===== src/rtl/rtc_pkg.sv =====
package rtc_pkg;
  localparam int unsigned SEC_W = 7;
  localparam int unsigned HR_W  = 6;
  localparam int unsigned N_EVT = 3;

  // one step of a binary or packed-BCD count
  function automatic logic [SEC_W-1:0] step(input logic [SEC_W-1:0] v, input logic bcd);
    logic [SEC_W-1:0] r;
    if (bcd && v[3:0] == 4'd9) begin
      r = v;
      r[3:0] = 4'd0;
      r[SEC_W-1:4] = v[SEC_W-1:4] + 1'b1;
    end else begin
      r = v + 1'b1;
    end
    return r;
  endfunction
endpackage


===== src/rtl/rtc_prescaler.sv =====
module rtc_prescaler #(
  parameter int unsigned OSC_DIV = 128,
  parameter int unsigned SEC_DIV = 256
) (
  input  logic clk_i,
  input  logic rst_ni,
  input  logic run_i,
  input  logic start_i,
  output logic status_o,
  output logic tick_1hz_o
);
  localparam int unsigned DIV_W = $clog2(OSC_DIV);
  localparam int unsigned SEC_DW = $clog2(SEC_DIV);

  logic [DIV_W-1:0]  div_q;
  logic [SEC_DW-1:0] sdiv_q;
  logic              status_q;
  logic              tick_256;

  assign tick_256   = (div_q == DIV_W'(OSC_DIV - 1));
  assign tick_1hz_o = tick_256 && status_q && (sdiv_q == SEC_DW'(SEC_DIV - 1));
  assign status_o   = status_q;

  always_ff @(posedge clk_i or negedge rst_ni) begin
    if (!rst_ni) begin
      div_q    <= '0;
      sdiv_q   <= '0;
      status_q <= 1'b0;
    end else begin
      if (tick_256) status_q <= run_i;
      if (start_i) begin
        div_q  <= '0;
        sdiv_q <= '0;
      end else begin
        div_q <= tick_256 ? '0 : div_q + 1'b1;
        if (tick_256 && status_q)
          sdiv_q <= (sdiv_q == SEC_DW'(SEC_DIV - 1)) ? '0 : sdiv_q + 1'b1;
      end
    end
  end

  assert_status_sync_R2: assert property (@(posedge clk_i) disable iff (!rst_ni)
    !$stable(status_q) |-> $past(tick_256));
endmodule


===== src/rtl/rtc_base60.sv =====
module rtc_base60
  import rtc_pkg::*;
(
  input  logic             clk_i,
  input  logic             rst_ni,
  input  logic             bcd_i,
  input  logic             inc_i,
  input  logic             ld_i,
  input  logic [SEC_W-1:0] ld_val_i,
  output logic [SEC_W-1:0] val_o,
  output logic             carry_o
);
  logic [SEC_W-1:0] val_q;
  logic             at_max;

  assign at_max  = bcd_i ? (val_q == 7'h59) : (val_q == 7'd59);
  assign carry_o = inc_i && at_max;
  assign val_o   = val_q;

  // time value is not reset by design
  always_ff @(posedge clk_i) begin
    if (ld_i)       val_q <= ld_val_i;
    else if (inc_i) val_q <= at_max ? '0 : step(val_q, bcd_i);
  end

  assert_wrap_R5: assert property (@(posedge clk_i) disable iff (!rst_ni)
    (inc_i && !ld_i && at_max) |=> (val_q == '0));
  assert_hold_R11: assert property (@(posedge clk_i) disable iff (!rst_ni)
    !$stable(val_q) |-> $past(inc_i || ld_i));
endmodule


===== src/rtl/rtc_hours.sv =====
module rtc_hours
  import rtc_pkg::*;
(
  input  logic            clk_i,
  input  logic            rst_ni,
  input  logic            bcd_i,
  input  logic            h12_i,
  input  logic            inc_i,
  input  logic            ld_i,
  input  logic [HR_W-1:0] ld_hr_i,
  input  logic            ld_pm_i,
  output logic [HR_W-1:0] hr_o,
  output logic            pm_o
);
  logic [HR_W-1:0] hr_q, hr_d, c_11, c_12, c_23;
  logic            pm_q, pm_d;
  logic [SEC_W-1:0] bumped;

  assign c_11 = bcd_i ? 6'h11 : 6'd11;
  assign c_12 = bcd_i ? 6'h12 : 6'd12;
  assign c_23 = bcd_i ? 6'h23 : 6'd23;
  assign bumped = step({1'b0, hr_q}, bcd_i);

  always_comb begin
    hr_d = bumped[HR_W-1:0];
    pm_d = pm_q;
    if (h12_i) begin
      if (hr_q == c_12) hr_d = 6'd1;
      else if (hr_q == c_11) pm_d = ~pm_q;
    end else if (hr_q == c_23) begin
      hr_d = '0;
    end
  end

  always_ff @(posedge clk_i) begin
    if (ld_i) begin
      hr_q <= ld_hr_i;
      pm_q <= ld_pm_i;
    end else if (inc_i) begin
      hr_q <= hr_d;
      pm_q <= pm_d;
    end
  end

  assign hr_o = hr_q;
  assign pm_o = pm_q;

  assert_day_wrap_R7: assert property (@(posedge clk_i) disable iff (!rst_ni)
    (inc_i && !ld_i && !h12_i && hr_q == c_23) |=> (hr_q == '0));
  assert_pm_toggle_R8: assert property (@(posedge clk_i) disable iff (!rst_ni)
    (inc_i && !ld_i && h12_i && hr_q == c_11) |=> (pm_q != $past(pm_q)));
  assert_pm_hold_R8: assert property (@(posedge clk_i) disable iff (!rst_ni)
    (!h12_i && !ld_i) |=> $stable(pm_q));
endmodule


===== src/rtl/rtc_irq.sv =====
module rtc_irq #(
  parameter int unsigned N = 3
) (
  input  logic         clk_i,
  input  logic         rst_ni,
  input  logic [N-1:0] set_i,
  input  logic [N-1:0] clr_i,
  input  logic         en_we_i,
  input  logic [N-1:0] en_d_i,
  output logic [N-1:0] flags_o,
  output logic [N-1:0] en_o,
  output logic         irq_o
);
  logic [N-1:0] flags_q, en_q;

  always_ff @(posedge clk_i or negedge rst_ni) begin
    if (!rst_ni) begin
      flags_q <= '0;
      en_q    <= '0;
    end else begin
      flags_q <= (flags_q & ~clr_i) | set_i;
      if (en_we_i) en_q <= en_d_i;
    end
  end

  assign flags_o = flags_q;
  assign en_o    = en_q;
  assign irq_o   = |(flags_q & en_q);

  assert_w1c_R9: assert property (@(posedge clk_i) disable iff (!rst_ni)
    |(clr_i & ~set_i) |=> ((flags_q & $past(clr_i & ~set_i)) == '0));
  assert_set_R9: assert property (@(posedge clk_i) disable iff (!rst_ni)
    |set_i |=> ((flags_q & $past(set_i)) == $past(set_i)));
endmodule


===== src/rtl/rtc_time_core.sv =====
module rtc_time_core
  import rtc_pkg::*;
#(
  parameter int unsigned OSC_DIV = 128,
  parameter int unsigned SEC_DIV = 256,
  parameter int unsigned AW      = 2,
  parameter int unsigned DW      = 16
) (
  input  logic          clk_i,
  input  logic          rst_ni,
  input  logic          wr_en_i,
  input  logic [AW-1:0] wr_addr_i,
  input  logic [DW-1:0] wr_data_i,
  input  logic [AW-1:0] rd_addr_i,
  output logic [DW-1:0] rd_data_o,
  output logic          irq_o
);
  localparam logic [AW-1:0] A_CTRL = AW'(0);
  localparam logic [AW-1:0] A_MS   = AW'(1);
  localparam logic [AW-1:0] A_HR   = AW'(2);
  localparam logic [AW-1:0] A_IRQ  = AW'(3);

  logic run_q, bcd_q, h12_q, status, tick_1hz;
  logic wr_ctrl, wr_ms, wr_hr, wr_irq, start;
  logic [SEC_W-1:0] sec, min;
  logic [HR_W-1:0]  hr;
  logic pm, sec_carry, min_carry;
  logic [N_EVT-1:0] flags, en;
  logic unused_wr;

  assign wr_ctrl = wr_en_i && (wr_addr_i == A_CTRL);
  assign wr_ms   = wr_en_i && (wr_addr_i == A_MS);
  assign wr_hr   = wr_en_i && (wr_addr_i == A_HR);
  assign wr_irq  = wr_en_i && (wr_addr_i == A_IRQ);
  assign start   = wr_ctrl && wr_data_i[0];
  assign unused_wr = ^{wr_data_i[DW-1:15], wr_data_i[7]};

  always_ff @(posedge clk_i or negedge rst_ni) begin
    if (!rst_ni) begin
      run_q <= 1'b0;
      bcd_q <= 1'b0;
      h12_q <= 1'b0;
    end else if (wr_ctrl) begin
      run_q <= wr_data_i[0];
      bcd_q <= wr_data_i[1];
      h12_q <= wr_data_i[2];
    end
  end

  rtc_prescaler #(.OSC_DIV(OSC_DIV), .SEC_DIV(SEC_DIV)) u_presc (
    .clk_i, .rst_ni, .run_i(run_q), .start_i(start),
    .status_o(status), .tick_1hz_o(tick_1hz)
  );

  rtc_base60 u_sec (
    .clk_i, .rst_ni, .bcd_i(bcd_q), .inc_i(tick_1hz),
    .ld_i(wr_ms && !status), .ld_val_i(wr_data_i[6:0]),
    .val_o(sec), .carry_o(sec_carry)
  );

  rtc_base60 u_min (
    .clk_i, .rst_ni, .bcd_i(bcd_q), .inc_i(sec_carry),
    .ld_i(wr_ms && !status), .ld_val_i(wr_data_i[14:8]),
    .val_o(min), .carry_o(min_carry)
  );

  rtc_hours u_hr (
    .clk_i, .rst_ni, .bcd_i(bcd_q), .h12_i(h12_q), .inc_i(min_carry),
    .ld_i(wr_hr && !status), .ld_hr_i(wr_data_i[5:0]), .ld_pm_i(wr_data_i[6]),
    .hr_o(hr), .pm_o(pm)
  );

  rtc_irq #(.N(N_EVT)) u_irq (
    .clk_i, .rst_ni,
    .set_i({min_carry, sec_carry, tick_1hz}),
    .clr_i(wr_irq ? wr_data_i[2:0] : 3'b000),
    .en_we_i(wr_irq), .en_d_i(wr_data_i[10:8]),
    .flags_o(flags), .en_o(en), .irq_o(irq_o)
  );

  always_comb begin
    rd_data_o = '0;
    unique case (rd_addr_i)
      A_CTRL: rd_data_o[3:0] = {status, h12_q, bcd_q, run_q};
      A_MS: begin
        rd_data_o[6:0]  = sec;
        rd_data_o[14:8] = min;
      end
      A_HR:  rd_data_o[6:0] = {pm, hr};
      default: begin
        rd_data_o[2:0]  = flags;
        rd_data_o[10:8] = en;
      end
    endcase
  end

  assert_ld_gate_R4: assert property (@(posedge clk_i) disable iff (!rst_ni)
    (wr_ms && status && !tick_1hz) |=> $stable(sec));
endmodule


===== config.mk =====
export PLATFORM = sky130hd
export DESIGN_NAME = rtc_time_core
export DESIGN_NICKNAME = d
export VERILOG_FILES = /design/src/rtl/rtc_pkg.sv /design/src/rtl/rtc_prescaler.sv /design/src/rtl/rtc_base60.sv /design/src/rtl/rtc_hours.sv /design/src/rtl/rtc_irq.sv /design/src/rtl/rtc_time_core.sv
export SDC_FILE = /design/constraint.sdc
export NUM_CORES = 1
export LEC_CHECK = 0
export ABC_AREA = 1
export BUFFER_PORTS_ARGS = -buffer_cell sky130_fd_sc_hd__buf_2
export CORE_UTILIZATION = 58
export CTS_CLUSTER_SIZE = 30
export DETAILED_ROUTE_END_ITERATION = 16
export PLACE_DENSITY = 0.76
export SLEW_MARGIN = 30
export SYNTH_ARGS = -nofsm -noshare
export SYNTH_HDL_FRONTEND = slang
export SYNTH_SLANG_ARGS = --single-unit

===== constraint.sdc =====
create_clock -name clk_i -period 1.91 [get_ports clk_i]
set_input_delay 0.4775 -clock clk_i [delete_from_list [all_inputs] [get_ports clk_i]]
set_output_delay 0.4775 -clock clk_i [all_outputs]
set_load 0.05 [all_outputs]

== Word level (Yosys, flattened, before mapping) ==
Index checks and enable logic that the tools add are counted.

* Input bits: 23
* Output and inout bits: 17
* Register bits: 46

* Bitwise logic cells: 5
* Equal/unequal tests: 18
* Add/sub/neg operators: 8
* Multiplexer cells: 35
* Reduce and logical (&&, ||, !) cells: 26

{| class="wikitable"
|+ Operators by type and width
! operator !! count
|-
| $mux 7 || 10
|-
| $mux 6 || 7
|-
| $mux 8 || 3
|-
| $add 7x1->7 const B || 3
|-
| $eq 7x7->1 const B || 3
|-
| $eq 6x6->1 || 3
|-
| $eq 7x6->1 const B || 2
|-
| $logic_and 1x1->1 || 14
|-
| $eq 4x4->1 const B || 3
|-
| $pmux 3 s2 || 2
|-
| $reduce_bool 2->1 || 6
|-
| $mux 5 || 2
|-
| $pmux 3 s3 || 1
|-
| $add 8x1->8 const B || 1
|-
| $eq 8x8->1 const B || 1
|-
| $mux 1 || 7
|-
| $add 3x1->3 const B || 2
|-
| $add 6x1->6 const B || 1
|-
| $and 3x3->3 || 2
|-
| $eq 2x2->1 const B || 3
|-
| $eq 2x1->1 const B || 2
|-
| $logic_not 2->1 || 2
|-
| $mux 4 || 1
|-
| $reduce_and 4->1 || 1
|-
| 10 further kinds || 10
|}

== Logic depth before layout (Yosys ltp) ==
Gate-level depths: netlist (run 1).

* Depth in word-level cells: 7
* Gate-level depth with buffers: 11
* Depth with buffers taken out: 11

== Modules after synthesis ==
Synthesis (run 1) repeated with hierarchy kept, for this count alone.

* Cell total of the unflattened synthesis: 463
* Area, all modules: 3311.9 um^2

{| class="wikitable"
|+ Modules (own cells, without submodules)
! module !! instances !! sequential area each (um^2) !! area each (um^2) !! cells each
|-
| rtc_base60 || 2 || 210.2 || 560.5 || 78
|-
| rtc_prescaler || 1 || 400.4 || 825.8 || 97
|-
| rtc_hours || 1 || 210.2 || 631.9 || 89
|-
| rtc_time_core || 1 || 75.1 || 495.5 || 96
|-
| rtc_irq || 1 || 150.1 || 237.7 || 25
|}

== Worst setup path before layout (run 1) ==
Ideal clock, no wire load.

* Kind: in2out
* Start: input rd_addr_i[1]
* End: output rd_data_o[0]
* Path slack: -0.862 ns
* Stages on the path: 7
* Arrival time: 2.295 ns
* Cell sequence: inv_1 -> ha_1 -> clkbuf_1 -> inv_1 -> o22ai_1 -> a21oi_1 -> o21ai_0

* Cells in the longest elaborated chain, start to end: 2
* Elaborated cells on any way between the ends: 4
* Classes of those cells: eq/ne (2); mux (1); reduce/logical (1)

{| class="wikitable"
|+ Ends and longest elaborated chain
! what !! RTL line !! text
|-
| start: declaration || rtc_time_core.sv:14 || <nowiki>input logic [AW-1:0] rd_addr_i,</nowiki>
|-
| $eq 2x2->1 (tied with other cells) || rtc_time_core.sv:83 || <nowiki>unique case (rd_addr_i)</nowiki>
|-
| $pmux 3 s3 (*) || rtc_time_core.sv:83 ||
|-
| end: declaration || rtc_time_core.sv:15 || <nowiki>output logic [DW-1:0] rd_data_o,</nowiki>
|}

Every way passes the cells marked *; elsewhere a longest branch is shown, timed or not.

== Worst setup path in the final report (run 1) ==
* Start: input rd_addr_i[0]
* End: output rd_data_o[4]

* Cells in the longest elaborated chain, start to end: 2
* Elaborated cells on any way between the ends: 3
* Classes of those cells: eq/ne (2); mux (1)

{| class="wikitable"
|+ Ends and longest elaborated chain
! what !! RTL line
|-
| $eq 2x2->1 / $eq 2x1->1 (equally long branches) || rtc_time_core.sv:83
|-
| $pmux 3 s2 (*) || rtc_time_core.sv:83
|}

Marks and branches as above.

==> impl_metrics.py, run 1 <==
metrics = {
    "run_status": {
        "status": "finished clean",
    },
    "critical_path": {
        "start_kind": "primary input",
        "crit_path_top_delay_cell": "ha_4",
        "worst-path-buf-inv": 5,
        "worstPathCellList": "buf_6, inv_4, buf_4, ha_4, inv_1, a21oi_2, buf_6",
        "max_stage_delay_ps": 240,
        "critPathMaxFanout": 3,
        "cp-end-kind": "output pin",
        "cp.required_ps": 1430,
        "crit_family": "buffers and inverters",
        "crit_top_cell": "buf_6",
        "arrival_ps": 1390,
        "worstSetupPathType": "primary input to output pin",
    },
    "place": {
        "place_area_sq_um": 3526,
        "post-place-ws_ps": -158.1,
        "dp_hpwl_microns": 5264,
        "gp_congestion": 0.9151,
        "dp_cells": 522,
        "port_buffers": 35,
    },
    "cells_and_area": {
        "n_antenna_cell": 0,
        "nets": 503,
        "drive_above_1_share_pct": 23.55,
        "synthToLayoutAreaGrowth_pct": 26.07,
        "fin_util_pct": 75.94,
        "fin_area_sq_um": 3854,
        "instances_no_fill": 537,
    },
    "synthesis": {
        "synth.top_cell.area_share_pct": 20.63,
        "syn_area_per_cell_sq_um": 7.547,
        "yosys.area.top_type": "edfxtp_1",
        "synth_seq_cells": 46,
        "synth_cell_types": 32,
        "synth_seq_area_share_pct": 41.10,
        "synth.area.top_cells": "edfxtp_1, dfrtp_1, nand2_1",
        "syn-cell-area_sq_um": 3057,
        "ys_warn_count": 0,
        "netlist_instances": 405,
    },
    "global_routing": {
        "antenna_found_initial": 0,
        "track_usage_pct": 27.33,
        "grt_pass1_vias": 2660,
        "grt_pass1_wl_microns": 11610,
        "overflow": 0,
        "grt_max_degree": 26,
    },
    "floorplan": {
        "dieArea_sq_um": 5564,
        "rows": 26,
        "start_util_pct": 60.23,
        "core_sq_um": 5075,
        "die_y_microns": 74.60,
        "io_pins": 40,
        "die_w_microns": 74.60,
    },
    "timing": {
        "timing.fmax_ghz": 0.5353,
        "period_share_pct": 97.82,
        "final.setup.tns_ps": 0,
        "hold_viol": 0,
        "hold_ws_ps": 149.5,
        "relSlewSlack_pct": 63.97,
        "slew_violations": 0,
        "tightest_slew_ps": 540.5,
        "fin_skew_ps": 5.177,
        "post-route-min-period_ps": 1868,
        "setup_slack_ps": 41.73,
        "setup_viol": 0,
    },
    "clock_network": {
        "path_clk_slew_ps": 90,
        "clock_sinks": 46,
        "cts-root-buf": "clkbuf_8",
        "htree_levels": 2,
        "clk_path_buf_depth": 2,
        "numCtsBuffers": 5,
        "cts_tree": "done",
        "clk_latency_ps": 300,
    },
    "pwr": {
        "vdd_drop_max_mv": 0.5305,
        "power_mw": 2.540,
        "power.density_nw_per_um2": 659.2,
        "p_leak_nw": 1.903,
    },
    "drt": {
        "num_vias": 2834,
        "drt_first_pass_iters": 4,
        "wl_per_cell_microns": 13.29,
        "via_per_inst": 5.277,
        "drc": 0,
        "postRouteAntennaNets": 0,
        "drt_iter0_drc": 184,
        "wl_microns": 7136,
    },
    "run": {
        "maxCapViolCount": 0,
    },
    "worst_hold_path": {
        "hp-class": "primary input to asynchronous set/reset pin",
    },
}
worst register-to-register path, delay by kind of cell, from the launching register on:
kind,cells,cell delay [ps]
simple gates,4,440
compound gates,1,260
buf+inv,3,340
flops,1,430
cell usage in the layout, fill, tap and decap left out, types with 4 or more instances in the layout:
cell,n
xor2_1,10
o21ai_4,6
inv_1,51
o21ai_1,5
edfxtp_1,21
nand3_1,24
a21oi_1,10
buf_4,21
ha_1,10
nand2_1,113
clkbuf_8,5
o21ai_0,25
nand4_1,8
buf_2,23
o22ai_1,5
a21oi_2,6
buf_6,12
dfrtp_1,24
nor2_1,36
nand3_2,4
inv_4,6
logic make-up (layout without fill, tap and decap cells):
group           count (synthesis)  count (layout)  synth area share, %
compound gates                 63              63                10.93
xor+xnor                       13              13                3.725
fa+ha+maj                      14              14                5.731
buf+inv                        65             126                8.678
flops                          46              46                41.10
other cells                     1               2               0.1227
simple gates                  203             203                29.72
path summary, 6_finish.rpt:
| kind | end | slack (ps) | cells after the start | start |
|---|---|---|---|---|
| worst max-delay path | rd_data_o[4] | 40 | 7 | rd_addr_i[0] |
| worst min-delay path | u_presc.sdiv_q[1] | 150 | 1 | rst_ni |
| worst max register to register | u_hr.hr_o[3] | 160 | 8 | u_sec.val_o[1] |
| worst min register to register | u_presc.div_q[0] | 470 | 1 | u_presc.div_q[0] |
| max in group asynchronous | bcd_q | 1370 | 1 | rst_ni |
| min in group clk_i | bcd_q | 410 | 3 | wr_data_i[1] |
what timing repair did:
item	in CTS	in global routing
resized for setup	37	17
buffers inserted	0	7
hold buffers	0	0
endpoints found under the hold margin	0	0
pin swaps	1	6
setup endpoints to repair	10	20
power breakdown:
group | total, mW | internal [mW] | switching [mW]
Combinational | 0.621 | 0.250 | 0.371
Sequential | 1.24 | 1.14 | 0.0952
Clock | 0.684 | 0.339 | 0.344
state kept, by name (all words and copies together), names as in the netlist, 3 cells and up:
register	flops
u_presc.sdiv_q	8
u_min.val_o	7
u_presc.div_q	7
u_sec.val_o	7
u_hr.hr_o	6
u_irq.en_o	3
u_irq.flags_o	3
area by class of cell:
class / count / area (sq um)
inverter: 59 / 234.0
tap: 70 / 87.58
clock buffer: 7 / 97.59
timing repair buffer: 59 / 462.9
sequential: 46 / 1257
clock inverter: 1 / 6.256
fill: 384 / 1221
multi-input combinational: 295 / 1708
routing by layer:
layer / vias to the layer above / share of wire, % / global-route usage [%]
met5: - / 0 / 0
met4: 0 / 1.8 / 10.48
met3: 12 / 5.2 / 3.930
met2: 82 / 49 / 46.45
met1: 1299 / 44 / 35.30
li1: 1441 / - / -
cell usage after synthesis:
master / number
o21ai_1: 5
nand2_1: 115
nor3_1: 3
nand4_1: 8
inv_1: 58
o22ai_1: 8
nand3_2: 3
nand3b_1: 2
o211ai_1: 1
inv_4: 1
o221ai_1: 1
nand2_2: 1
conb_1: 1
xnor2_1: 3
o31ai_1: 1
edfxtp_1: 21
buf_6: 1
nand4_2: 1
buf_4: 3
nor3_4: 2
or2_2: 1
ha_1: 14
nand3_1: 25
nand2_4: 2
xor2_1: 10
clkbuf_1: 2
nor2_2: 3
dfrtp_1: 25
nor3b_1: 1
a21oi_1: 16
nor2_1: 36
o21ai_0: 31
No activity file was read; power rests on OpenSTA's default activity.
==> run 2: changes to the inputs <==
--- a/config.mk
+++ b/config.mk
@@ -7,9 +7,11 @@
 export LEC_CHECK = 0
 export ABC_AREA = 1
 export BUFFER_PORTS_ARGS = -buffer_cell sky130_fd_sc_hd__buf_2
+export CORE_MARGIN = 2
 export CORE_UTILIZATION = 58
 export CTS_CLUSTER_SIZE = 30
 export DETAILED_ROUTE_END_ITERATION = 16
+export GPL_TIMING_DRIVEN = 1
 export PLACE_DENSITY = 0.76
 export SLEW_MARGIN = 30
 export SYNTH_ARGS = -nofsm -noshare
==> run 2 against run 1 <==
Against the previous run:
- the flow now finishes with violations (setup timing)
- global-route usage down 0.54 points
- non-clock buffer count up 3
- wire length up 6.1%
- cell area down 0.94%
- critical endpoint is now rd_data_o[1]
==> impl_metrics.py, run 2 (synthesis results as in run 1) <==
metrics = {
    "run_status": {
        "status": "finished, violations left",
        "failed_checks": "setup timing",
    },
    "pwr": {
        "p_leak_nw": 1.904,
        "power.density_nw_per_um2": 662.9,
        "p_int_mw": 1.716,
        "power_frac_clock_pct": 27.0,
        "power_switching_uw": 814.9,
        "vdd_drop_max_mv": 0.7842,
        "comb_power_share_pct": 24.2,
        "power_mw": 2.531,
        "switching_share_pct": 32.20,
        "power_frac_seq_pct": 48.8,
    },
    "drt": {
        "drc": 0,
        "via_per_inst": 5.357,
        "drt_iter0_drc": 336,
        "num_vias": 2893,
        "wl_microns": 7572,
        "postRouteAntennaNets": 0,
        "drt_first_pass_iters": 4,
        "wl_per_cell_microns": 14.02,
    },
    "global_routing": {
        "track_usage_pct": 26.79,
        "antenna_found_initial": 0,
        "overflow": 0,
        "grt_pass1_vias": 2780,
        "grt_max_degree": 26,
        "grt_pass1_wl_microns": 12660,
    },
    "critical_path": {
        "cp.required_ps": 1430,
        "worstPathCellList": "buf_4, inv_2, ha_2, inv_2, o22ai_2, a21oi_2, o21ai_4, buf_8",
        "cp-end-kind": "output pin",
        "crit_top_cell": "inv_2",
        "max_stage_delay_ps": 180,
        "crit_family": "buffers and inverters",
        "critPathMaxFanout": 4,
        "worstSetupPathType": "primary input to output pin",
        "worst-path-buf-inv": 4,
        "arrival_ps": 1450,
        "start_kind": "primary input",
        "crit_path_top_delay_cell": "ha_2",
    },
    "floorplan": {
        "dieArea_sq_um": 5867,
        "rows": 26,
        "start_util_pct": 59.85,
        "core_sq_um": 5107,
        "io_pins": 40,
        "die_w_microns": 76.60,
        "die_y_microns": 76.60,
    },
    "cells_and_area": {
        "nets": 506,
        "n_antenna_cell": 0,
        "largest_register": "u_presc.sdiv_q",
        "fillerInstances": 387,
        "layout_common_cells": "nand2_1, inv_1, nor2_1, buf_4",
        "drive_above_1_share_pct": 24.68,
        "synthToLayoutAreaGrowth_pct": 24.89,
        "final_common_cell": "nand2_1",
        "largest_reg_flops": 8,
    },
    "timing": {
        "tightest_slew_ps": 562.8,
        "grt_setup_unrepaired": "yes",
        "hold_viol": 0,
        "setup_slack_ps": -15.44,
        "hold_ws_ps": 164.4,
        "period_share_pct": 100.8,
        "final.setup.tns_ps": -24.14,
        "relSlewSlack_pct": 62.48,
        "timing.fmax_ghz": 0.5194,
        "slew_violations": 0,
        "setup_viol": 2,
        "fin_skew_ps": 9.078,
        "post-route-min-period_ps": 1925,
    },
    "clock_network": {
        "path_clk_slew_ps": 80,
        "cts_tree": "done",
        "cts_hold_buf": 0,
        "cts-root-buf": "clkbuf_8",
        "numCtsBuffers": 5,
        "clock_sinks": 46,
        "clk_latency_ps": 300,
        "clk_path_buf_depth": 2,
        "htree_levels": 2,
    },
    "place": {
        "gp_congestion": 0.8698,
        "port_buffers": 35,
        "dp_hpwl_microns": 5492,
    },
    "worst_hold_path": {
        "hp-class": "primary input to asynchronous set/reset pin",
    },
    "run": {
        "maxCapViolCount": 0,
    },
}
## run 2: area by class of cell
type | instances | area, sq um | share of cell area (%)
Multi-Input combinational cell | 295 | 1700 | 44.54
Timing Repair Buffer | 62 | 445.4 | 11.67
Sequential cell | 46 | 1256 | 32.91
Clock buffer | 7 | 97.59 | 2.557
Clock inverter | 1 | 6.256 | 0.1639
Inverter | 59 | 224.0 | 5.867
Tap cell | 70 | 87.58 | 2.294
## run 2: worst paths after layout
check	startpoint	end	slack, ps	cells after the start
setup / recovery	rd_addr_i[0]	rd_data_o[1]	-20	8
hold / removal	rst_ni	u_irq.en_o[0]	160	1
setup reg to reg	u_sec.val_o[2]	u_hr.hr_o[4]	100	7
hold reg to reg	u_presc.div_q[0]	u_presc.div_q[0]	460	1
max in group asynchronous	rst_ni	u_presc.sdiv_q[5]	1370	1
min in group clk_i	wr_data_i[1]	bcd_q	400	3
## run 2: repair_timing
item,4_1_cts,5_1_grt
gates resized for setup,22,24
setup buffers,0,6
endpoints found under the setup margin,16,34
pin swaps,0,1
## run 2: power by group through the flow
stage / combinational [mW] / sequential (mW) / clock (mW)
after floorplan: 0.412 / 1.23 / 0
after global placement: 0.540 / 1.25 / 0
after detailed placement: 0.553 / 1.25 / 0
after CTS: 0.585 / 1.23 / 0.696
after global routing: 0.680 / 1.25 / 0.730
final: 0.613 / 1.23 / 0.684
## run 2: routing by layer
| layer | global-route usage [%] | wire, microns | vias up |
|---|---|---|---|
| met3 | 3.673 | 349 | 12 |
| li1 | - | - | 1444 |
| met4 | 8.182 | 115 | 0 |
| met2 | 45.75 | 3788 | 106 |
| met1 | 35.53 | 3318 | 1331 |
| met5 | 0 | 0 | - |
## run 2: through the flow
step | cells | cell area [sq um] | utilization (%) | worst slack [ps]
floorplan | 406 | 3166 | - | 2.234
global placement | 526 | 3531 | 69.13 | -117.3
detailed placement | 526 | 3531 | 69.13 | -150.7
CTS | 534 | 3709 | 72.61 | -45.40
global route | 540 | 3817 | 74.74 | -49.42
finish | 540 | 3817 | 74.74 | -15.44
